<file path="src/rtl/dsp_pkg.sv">
package dsp_pkg;

    localparam int CRD_W = 8;
    localparam int NSTL  = 6;

    typedef enum logic [1:0] {
        K_ALU = 2'd0,
        K_LD  = 2'd1,
        K_ST  = 2'd2,
        K_RSV = 2'd3
    } kind_e;

    typedef enum logic [2:0] {
        STL_NONE = 3'd0,
        STL_PRF  = 3'd1,
        STL_ROB  = 3'd2,
        STL_SCH  = 3'd3,
        STL_LQ   = 3'd4,
        STL_SQ   = 3'd5,
        STL_GRP  = 3'd6
    } stall_e;

    typedef struct packed {
        logic       vld;
        logic [1:0] uops;
        logic [1:0] dsts;
        kind_e      kind;
    } slot_t;

    typedef struct packed {
        logic [CRD_W-1:0] rob;
        logic [CRD_W-1:0] prf;
        logic [CRD_W-1:0] sch;
        logic [CRD_W-1:0] lq;
        logic [CRD_W-1:0] sq;
    } crd_t;

endpackage

</file>
<file path="src/rtl/dsp_credit.sv">
module dsp_credit
    import dsp_pkg::*;
#(
    parameter int MAX = 16,
    parameter bit UNL = 1'b0
) (
    input  logic             clk,
    input  logic             rst,
    input  logic [CRD_W-1:0] take,
    input  logic [CRD_W-1:0] give,
    output logic [CRD_W-1:0] avail
);

    generate
        if (UNL) begin : g_unl
            logic unused_ok;
            assign unused_ok = ^{take, give, clk, rst};
            assign avail     = '1;
        end else begin : g_cnt
            logic [CRD_W-1:0] cnt_q;

            always_ff @(posedge clk) begin
                if (rst) cnt_q <= CRD_W'(MAX);
                else     cnt_q <= cnt_q - take + give;
            end

            assign avail = cnt_q;

            // a pool never hands out more than it holds
            assert_no_underflow_R4: assert property (@(posedge clk) disable iff (rst)
                take <= cnt_q);

            // returns never push a pool above its configured size
            assert_no_overflow_R10: assert property (@(posedge clk) disable iff (rst)
                cnt_q <= CRD_W'(MAX));
        end
    endgenerate

endmodule

</file>
<file path="src/rtl/dsp_select.sv">
module dsp_select
    import dsp_pkg::*;
#(
    parameter  int MAX_W   = 4,
    parameter  int DEF_W   = 2,
    parameter  bit PRF_UNL = 1'b0,
    localparam int WW      = $clog2(MAX_W + 1),
    localparam int USW     = $clog2(MAX_W + 4)
) (
    input  logic            clk,
    input  logic            rst,
    input  logic [WW-1:0]   cfg_w,
    input  slot_t           slots [MAX_W],
    input  crd_t            avail,
    output crd_t            used,
    output logic [WW-1:0]   n_take,
    output logic [USW-1:0]  n_uops,
    output logic [WW-1:0]   bin,
    output stall_e          reason
);

    localparam int AW = CRD_W + 1;

    logic [AW-1:0] eff_w;
    logic [AW-1:0] a_u, a_rob, a_prf, a_sch, a_lq, a_sq;
    logic [AW-1:0] nu, nd;
    logic          stop, is_ld, is_st;
    logic          ok_prf, ok_rob, ok_sch, ok_lq, ok_sq, ok_grp;
    logic [WW-1:0] take;
    stall_e        why;

    always_comb begin
        if (cfg_w == '0)                eff_w = AW'(DEF_W);
        else if (cfg_w > WW'(MAX_W))    eff_w = AW'(MAX_W);
        else                            eff_w = AW'(cfg_w);

        a_u = '0; a_rob = '0; a_prf = '0; a_sch = '0; a_lq = '0; a_sq = '0;
        nu = '0; nd = '0; is_ld = 1'b0; is_st = 1'b0;
        ok_prf = 1'b0; ok_rob = 1'b0; ok_sch = 1'b0;
        ok_lq = 1'b0; ok_sq = 1'b0; ok_grp = 1'b0;
        stop = 1'b0; take = '0; why = STL_NONE;

        for (int i = 0; i < MAX_W; i++) begin
            if (!stop) begin
                if (!slots[i].vld) begin
                    stop = 1'b1;
                end else begin
                    nu     = AW'(slots[i].uops);
                    nd     = AW'(slots[i].dsts);
                    is_ld  = (slots[i].kind == K_LD);
                    is_st  = (slots[i].kind == K_ST);
                    ok_prf = PRF_UNL || ((a_prf + nd) <= {1'b0, avail.prf});
                    ok_rob = (a_rob + nu) <= {1'b0, avail.rob};
                    ok_sch = (a_sch + nu) <= {1'b0, avail.sch};
                    ok_lq  = !is_ld || ((a_lq + AW'(1)) <= {1'b0, avail.lq});
                    ok_sq  = !is_st || ((a_sq + AW'(1)) <= {1'b0, avail.sq});
                    ok_grp = (i == 0) || ((a_u + nu) <= eff_w);
                    if (ok_prf && ok_rob && ok_sch && ok_lq && ok_sq && ok_grp) begin
                        a_u   = a_u + nu;
                        a_rob = a_rob + nu;
                        a_sch = a_sch + nu;
                        a_prf = a_prf + nd;
                        a_lq  = a_lq + AW'(is_ld);
                        a_sq  = a_sq + AW'(is_st);
                        take  = take + WW'(1);
                    end else begin
                        stop = 1'b1;
                        if      (!ok_prf) why = STL_PRF;
                        else if (!ok_rob) why = STL_ROB;
                        else if (!ok_sch) why = STL_SCH;
                        else if (!ok_lq)  why = STL_LQ;
                        else if (!ok_sq)  why = STL_SQ;
                        else              why = STL_GRP;
                    end
                end
            end
        end
    end

    assign used.rob = a_rob[CRD_W-1:0];
    assign used.prf = a_prf[CRD_W-1:0];
    assign used.sch = a_sch[CRD_W-1:0];
    assign used.lq  = a_lq[CRD_W-1:0];
    assign used.sq  = a_sq[CRD_W-1:0];
    assign n_take   = take;
    assign n_uops   = a_u[USW-1:0];
    assign bin      = (a_u > eff_w) ? eff_w[WW-1:0] : a_u[WW-1:0];
    assign reason   = why;

    // multi-instruction groups stay within the effective width
    assert_group_width_R2: assert property (@(posedge clk) disable iff (rst)
        (n_take > WW'(1)) |-> (AW'(n_uops) <= eff_w));

    // an oversized instruction always travels alone
    assert_oversize_alone_R3: assert property (@(posedge clk) disable iff (rst)
        (AW'(n_uops) > eff_w) |-> (n_take == WW'(1)));

endmodule

</file>
<file path="src/rtl/dsp_stats.sv">
module dsp_stats
    import dsp_pkg::*;
#(
    parameter  int MAX_W = 4,
    parameter  int SW    = 16,
    localparam int WW    = $clog2(MAX_W + 1)
) (
    input  logic          clk,
    input  logic          rst,
    input  stall_e        reason,
    input  logic [WW-1:0] bin,
    output logic [SW-1:0] stl_cnt  [NSTL],
    output logic [SW-1:0] hist_cnt [MAX_W+1]
);

    logic [NSTL-1:0] stl_inc;
    logic [MAX_W:0]  hist_inc;

    genvar k;
    generate
        for (k = 0; k < NSTL; k++) begin : g_stl
            assign stl_inc[k] = (reason == stall_e'(k + 1));
            always_ff @(posedge clk) begin
                if (rst)             stl_cnt[k] <= '0;
                else if (stl_inc[k]) stl_cnt[k] <= stl_cnt[k] + SW'(1);
            end
        end
        for (k = 0; k <= MAX_W; k++) begin : g_hist
            assign hist_inc[k] = (bin == WW'(k));
            always_ff @(posedge clk) begin
                if (rst)              hist_cnt[k] <= '0;
                else if (hist_inc[k]) hist_cnt[k] <= hist_cnt[k] + SW'(1);
            end
        end
    endgenerate

    // at most one stall reason is charged per cycle
    assert_one_reason_R7: assert property (@(posedge clk) disable iff (rst)
        $onehot0(stl_inc));

    // exactly one histogram bin moves per cycle
    assert_one_bin_R8: assert property (@(posedge clk) disable iff (rst)
        $onehot(hist_inc));

endmodule

</file>
<file path="src/rtl/dispatch_stage.sv">
module dispatch_stage
    import dsp_pkg::*;
#(
    parameter  int MAX_W    = 4,
    parameter  int DEF_W    = 2,
    parameter  int ROB_SZ   = 16,
    parameter  int PRF_REGS = 12,
    parameter  int SCH_SZ   = 8,
    parameter  int LQ_SZ    = 4,
    parameter  int SQ_SZ    = 4,
    parameter  int SW       = 16,
    localparam int WW       = $clog2(MAX_W + 1),
    localparam int USW      = $clog2(MAX_W + 4)
) (
    input  logic                   clk,
    input  logic                   rst,
    input  logic [WW-1:0]          cfg_width,
    input  logic [MAX_W-1:0]       in_vld,
    input  logic [2*MAX_W-1:0]     in_uops,
    input  logic [2*MAX_W-1:0]     in_dsts,
    input  logic [2*MAX_W-1:0]     in_kind,
    input  logic [CRD_W-1:0]       ret_rob,
    input  logic [CRD_W-1:0]       ret_prf,
    input  logic [CRD_W-1:0]       ret_sch,
    input  logic [CRD_W-1:0]       ret_lq,
    input  logic [CRD_W-1:0]       ret_sq,
    output logic [WW-1:0]          dsp_count,
    output logic [USW-1:0]         dsp_uops,
    output logic [SW-1:0]          stl_prf,
    output logic [SW-1:0]          stl_rob,
    output logic [SW-1:0]          stl_sch,
    output logic [SW-1:0]          stl_lq,
    output logic [SW-1:0]          stl_sq,
    output logic [SW-1:0]          stl_grp,
    output logic [SW*(MAX_W+1)-1:0] hist_flat
);

    slot_t         slots [MAX_W];
    crd_t          avail, used;
    logic [WW-1:0] bin;
    stall_e        reason;
    logic [SW-1:0] stl_cnt  [NSTL];
    logic [SW-1:0] hist_cnt [MAX_W+1];

    genvar g;
    generate
        for (g = 0; g < MAX_W; g++) begin : g_slot
            assign slots[g].vld  = in_vld[g];
            assign slots[g].uops = in_uops[2*g +: 2];
            assign slots[g].dsts = in_dsts[2*g +: 2];
            assign slots[g].kind = kind_e'(in_kind[2*g +: 2]);
        end
        for (g = 0; g <= MAX_W; g++) begin : g_hout
            assign hist_flat[g*SW +: SW] = hist_cnt[g];
        end
    endgenerate

    dsp_credit #(.MAX(ROB_SZ), .UNL(1'b0)) i_rob (
        .clk(clk), .rst(rst), .take(used.rob), .give(ret_rob), .avail(avail.rob));
    dsp_credit #(.MAX(PRF_REGS), .UNL(PRF_REGS == 0)) i_prf (
        .clk(clk), .rst(rst), .take(used.prf), .give(ret_prf), .avail(avail.prf));
    dsp_credit #(.MAX(SCH_SZ), .UNL(1'b0)) i_sch (
        .clk(clk), .rst(rst), .take(used.sch), .give(ret_sch), .avail(avail.sch));
    dsp_credit #(.MAX(LQ_SZ), .UNL(1'b0)) i_lq (
        .clk(clk), .rst(rst), .take(used.lq), .give(ret_lq), .avail(avail.lq));
    dsp_credit #(.MAX(SQ_SZ), .UNL(1'b0)) i_sq (
        .clk(clk), .rst(rst), .take(used.sq), .give(ret_sq), .avail(avail.sq));

    dsp_select #(.MAX_W(MAX_W), .DEF_W(DEF_W), .PRF_UNL(PRF_REGS == 0)) i_sel (
        .clk(clk), .rst(rst), .cfg_w(cfg_width), .slots(slots), .avail(avail),
        .used(used), .n_take(dsp_count), .n_uops(dsp_uops), .bin(bin), .reason(reason));

    dsp_stats #(.MAX_W(MAX_W), .SW(SW)) i_stats (
        .clk(clk), .rst(rst), .reason(reason), .bin(bin),
        .stl_cnt(stl_cnt), .hist_cnt(hist_cnt));

    assign stl_prf = stl_cnt[0];
    assign stl_rob = stl_cnt[1];
    assign stl_sch = stl_cnt[2];
    assign stl_lq  = stl_cnt[3];
    assign stl_sq  = stl_cnt[4];
    assign stl_grp = stl_cnt[5];

    // a blocked head always carries a named reason
    assert_blocked_has_reason_R7: assert property (@(posedge clk) disable iff (rst)
        (in_vld[0] && (dsp_count == '0)) |-> (reason != STL_NONE));

    // nothing dispatches when slot 0 is empty
    assert_prefix_empty_R1: assert property (@(posedge clk) disable iff (rst)
        !in_vld[0] |-> (dsp_count == '0));

endmodule

</file>
<file path="config.mk">
export PLATFORM = sky130hd
export DESIGN_NAME = dispatch_stage
export DESIGN_NICKNAME = d
export VERILOG_FILES = /design/src/rtl/dsp_pkg.sv /design/src/rtl/dsp_credit.sv /design/src/rtl/dsp_select.sv /design/src/rtl/dsp_stats.sv /design/src/rtl/dispatch_stage.sv
export SDC_FILE = /design/constraint.sdc
export NUM_CORES = 1
export LEC_CHECK = 0
export ABC_AREA = 0
export BUFFER_PORTS_ARGS = -buffer_cell sky130_fd_sc_hd__buf_2
export CELL_PAD_IN_SITES_DETAIL_PLACEMENT = 1
export CELL_PAD_IN_SITES_GLOBAL_PLACEMENT = 1
export CORE_ASPECT_RATIO = 0.8
export CORE_MARGIN = 2
export CORE_UTILIZATION = 46
export DETAILED_ROUTE_END_ITERATION = 16
export GPL_TIMING_DRIVEN = 0
export PLACE_DENSITY = 0.94
export SYNTH_ARGS = -nofsm -noshare
export SYNTH_HDL_FRONTEND = slang
export SYNTH_SLANG_ARGS = --single-unit
</file>
<file path="constraint.sdc">
create_clock -name clk -period 31.4 [get_ports clk]
set_input_delay 4.71 -clock clk [delete_from_list [all_inputs] [get_ports clk]]
set_output_delay 4.71 -clock clk [all_outputs]
set_load 0.05 [all_outputs]
</file>
==> metrics.yaml <==
status: "finished, final reports clean"
p_per_area_nw_per_um2: 74.4
cts_tree: "yes"
cts_hold_buf: 0
end_kind: "output port"
vias: 15100
cts_sinks: 216
yosysMostFrequentCell: "dfxtp_1"
portBuffers: 252
cp_common_cell: "ha_1"
ctsResizeCount: 0
drc: 0
setup_viol: 0
cp.arrival_ps: 17690
async_flop_share_pct: 0
syn_to_final_growth_pct: 17.6
drtIter0Drc: 810
htreeDepth: 1
synth_area_leaders: "dfxtp_1 (29%), ha_1 (13%), nor2_1 (4.4%)"
synth_cells: 1822
ir_drop_uv: 41.9
fin_util_pct: 54.7
grt_antenna_before_repair: 4
syn_avg_cell_area_um2: 8.28
final.period_utilization_pct: 71.3
tightest_slew_ps: 1030
fin_skew_ps: 16.7
clockBufferDepth: 3
r2r-start: "i_prf.avail[1]"
seq_area_um2: 4320
cts_setup_buffers: 0
start_kind: "primary input"
max_stage_delay_ps: 750
crit_fanout: 11
wl_per_cell_um: 20.9
netlist.area_leader.share_pct: 28.7
yosysWarnings: 0
timing.fmax_mhz: 44.6
final_area_um2: 17700
reg2reg_slack_ps: 15430
synth_area_leader_cell: "dfxtp_1"
critPathCapture: "dsp_uops[1]"
r2r_cells: 57
rsz0062_at_grt: "no"
clk_pin_slew_ps: 60
maxCapViolCount: 0
drt_pre_antenna_iters: 5
track_usage_pct: 30.9
worst_slack_ps: 9000
synth_common_cells: "dfxtp_1 (216), nor2_1 (175), inv_1 (172)"
multi_input_area_um2: 9860
start_util_pct: 46.6
place_ws_ps: 8870
gp_congestion: 0.911
rows: 59
ys_seq_area_share_pct: 28.7
drive_above_1_share_pct: 16.1
core_um2: 32400
grt-ovfl-total: 0
slew_headroom_pct: 31.1
clk_latency_ps: 560
postSynthRegisterBits: 216
die-area_um2: 34300
via_per_inst: 5.92
grt_pass1_vias: 16000
antenna_left: 0
slowest_stage: "mux2i_1"
synth_ff_type: "dfxtp_1"
leakagePower_uw: 0.00803
r2r-end: "i_stats.hist_cnt[57]"
io_pins: 255
setup_tns_ps: 0
min_path_type: "reg -> reg"
postPlaceCellArea_um2: 16900
cts_made_buffers: 25
nFillCells: 4009
period_needed_ps: 22400
syn_area_um2: 15100
dp_hpwl_um: 40900
clock-root-buffer: "clkbuf_16"
synth_cell_type_count: 83
maxSlewViolCount: 0
hold_viol: 0
wirelength_um: 53300
grt_start_max_net_pins: 14
nets: 2369
die_x_um: 206
grt_pass1_wl_um: 84800
hold_depth: 2
criticalPathCategory: "in -> out"
fp.dieH_um: 166
critPathRequiredTime_ps: 26690
whs_ps: 475
synth_edf_count: 0
crit_path_start: "in_dsts[1]"
[final cells by class]
type                            count  area share, %
Clock buffer                       35           3.91
Sequential cell                   216           24.4
Multi-Input combinational cell   1375           55.6
Antenna cell                        3         0.0423
Clock inverter                      8          0.748
Buffer                             62           1.53
Timing Repair Buffer              252           7.11
Tap cell                          427           3.01
Inverter                          173           3.66
[routing by layer]
layer,vias up,track usage (%),wire (um)
met4,0,13.0,2290
met2,505,51.9,25200
met5,-,0,0
met3,147,6.51,3580
met1,7462,38.1,22200
li1,7000,-,-
[registers in the layout (all words and copies together) (netlist names)]
signal,flops
i_sch.avail,8
i_lq.avail,8
i_prf.avail,8
i_stats.stl_cnt,96
i_sq.avail,8
i_stats.hist_cnt,80
i_rob.avail,8
[worst min path at each step]
| stage | endpoint | slack (ps) | from |
|---|---|---|---|
| finish | i_stats.stl_cnt[63] | 480 | i_stats.stl_cnt[63] |
| global route | i_stats.stl_cnt[59] | 510 | i_stats.stl_cnt[59] |
| CTS | i_stats.stl_cnt[63] | 480 | i_stats.stl_cnt[63] |
| detailed placement | i_stats.stl_cnt[63] | 470 | i_stats.stl_cnt[63] |
| global placement | i_stats.stl_cnt[59] | 460 | i_stats.stl_cnt[59] |
| floorplan | i_lq.avail[7] | 620 | i_lq.avail[7] |
[stage by stage]
step	cells	power (uW)
floorplan	1826	813
global placement	2505	934
detailed placement	2505	996
CTS	2548	1310
global route	2551	1400
finish	2551	1320
[power breakdown]
group          leakage [uW]  internal (uW)  switching, uW
registers           0.00175            304           34.1
clock network      0.000402            179            126
logic               0.00588            253            424
[cell families (layout without fill, tap and decap cells)]
family                   after synthesis  after routing  share of synthesized area (%)
AO/OA/AOI/OAI                        330            330                           14.6
XOR/XNOR                             130            130                           7.55
adder cells (fa/ha/maj)              191            191                           17.3
buffers and inverters                235            530                           6.10
flip-flops                           216            216                           28.7
multiplexers                          17             17                           1.16
other                                  2              9                         0.0498
AND/OR/NAND/NOR                      701            701                           24.6
[critical path: cells and delay by family]
kind / cells / cell delay [ps]
AND/OR/NAND/NOR: 18 / 4620
buffers and inverters: 8 / 1930
multiplexers: 1 / 750
XOR/XNOR: 1 / 200
adder cells (fa/ha/maj): 8 / 2630
AO/OA/AOI/OAI: 11 / 2830
[cell usage in the layout, fill, tap and decap left out, drive strengths merged, types with 15 or more instances in the layout]
cell | Yosys | final
a21o | 24 | 24
a21oi | 118 | 118
and2 | 17 | 17
and3 | 39 | 39
buf | 17 | 269
clkbuf | 45 | 80
dfxtp | 216 | 216
fa | 29 | 29
ha | 162 | 162
inv | 173 | 174
nand2 | 121 | 121
nand3 | 68 | 68
nand4 | 62 | 62
nor2 | 175 | 175
nor2b | 48 | 48
nor3 | 29 | 29
nor4 | 34 | 34
o21ai | 59 | 59
o21bai | 15 | 15
o31ai | 31 | 31
or3 | 34 | 34
or4 | 34 | 34
xnor2 | 75 | 75
xor2 | 55 | 55
(Power assumes the default switching activity.)
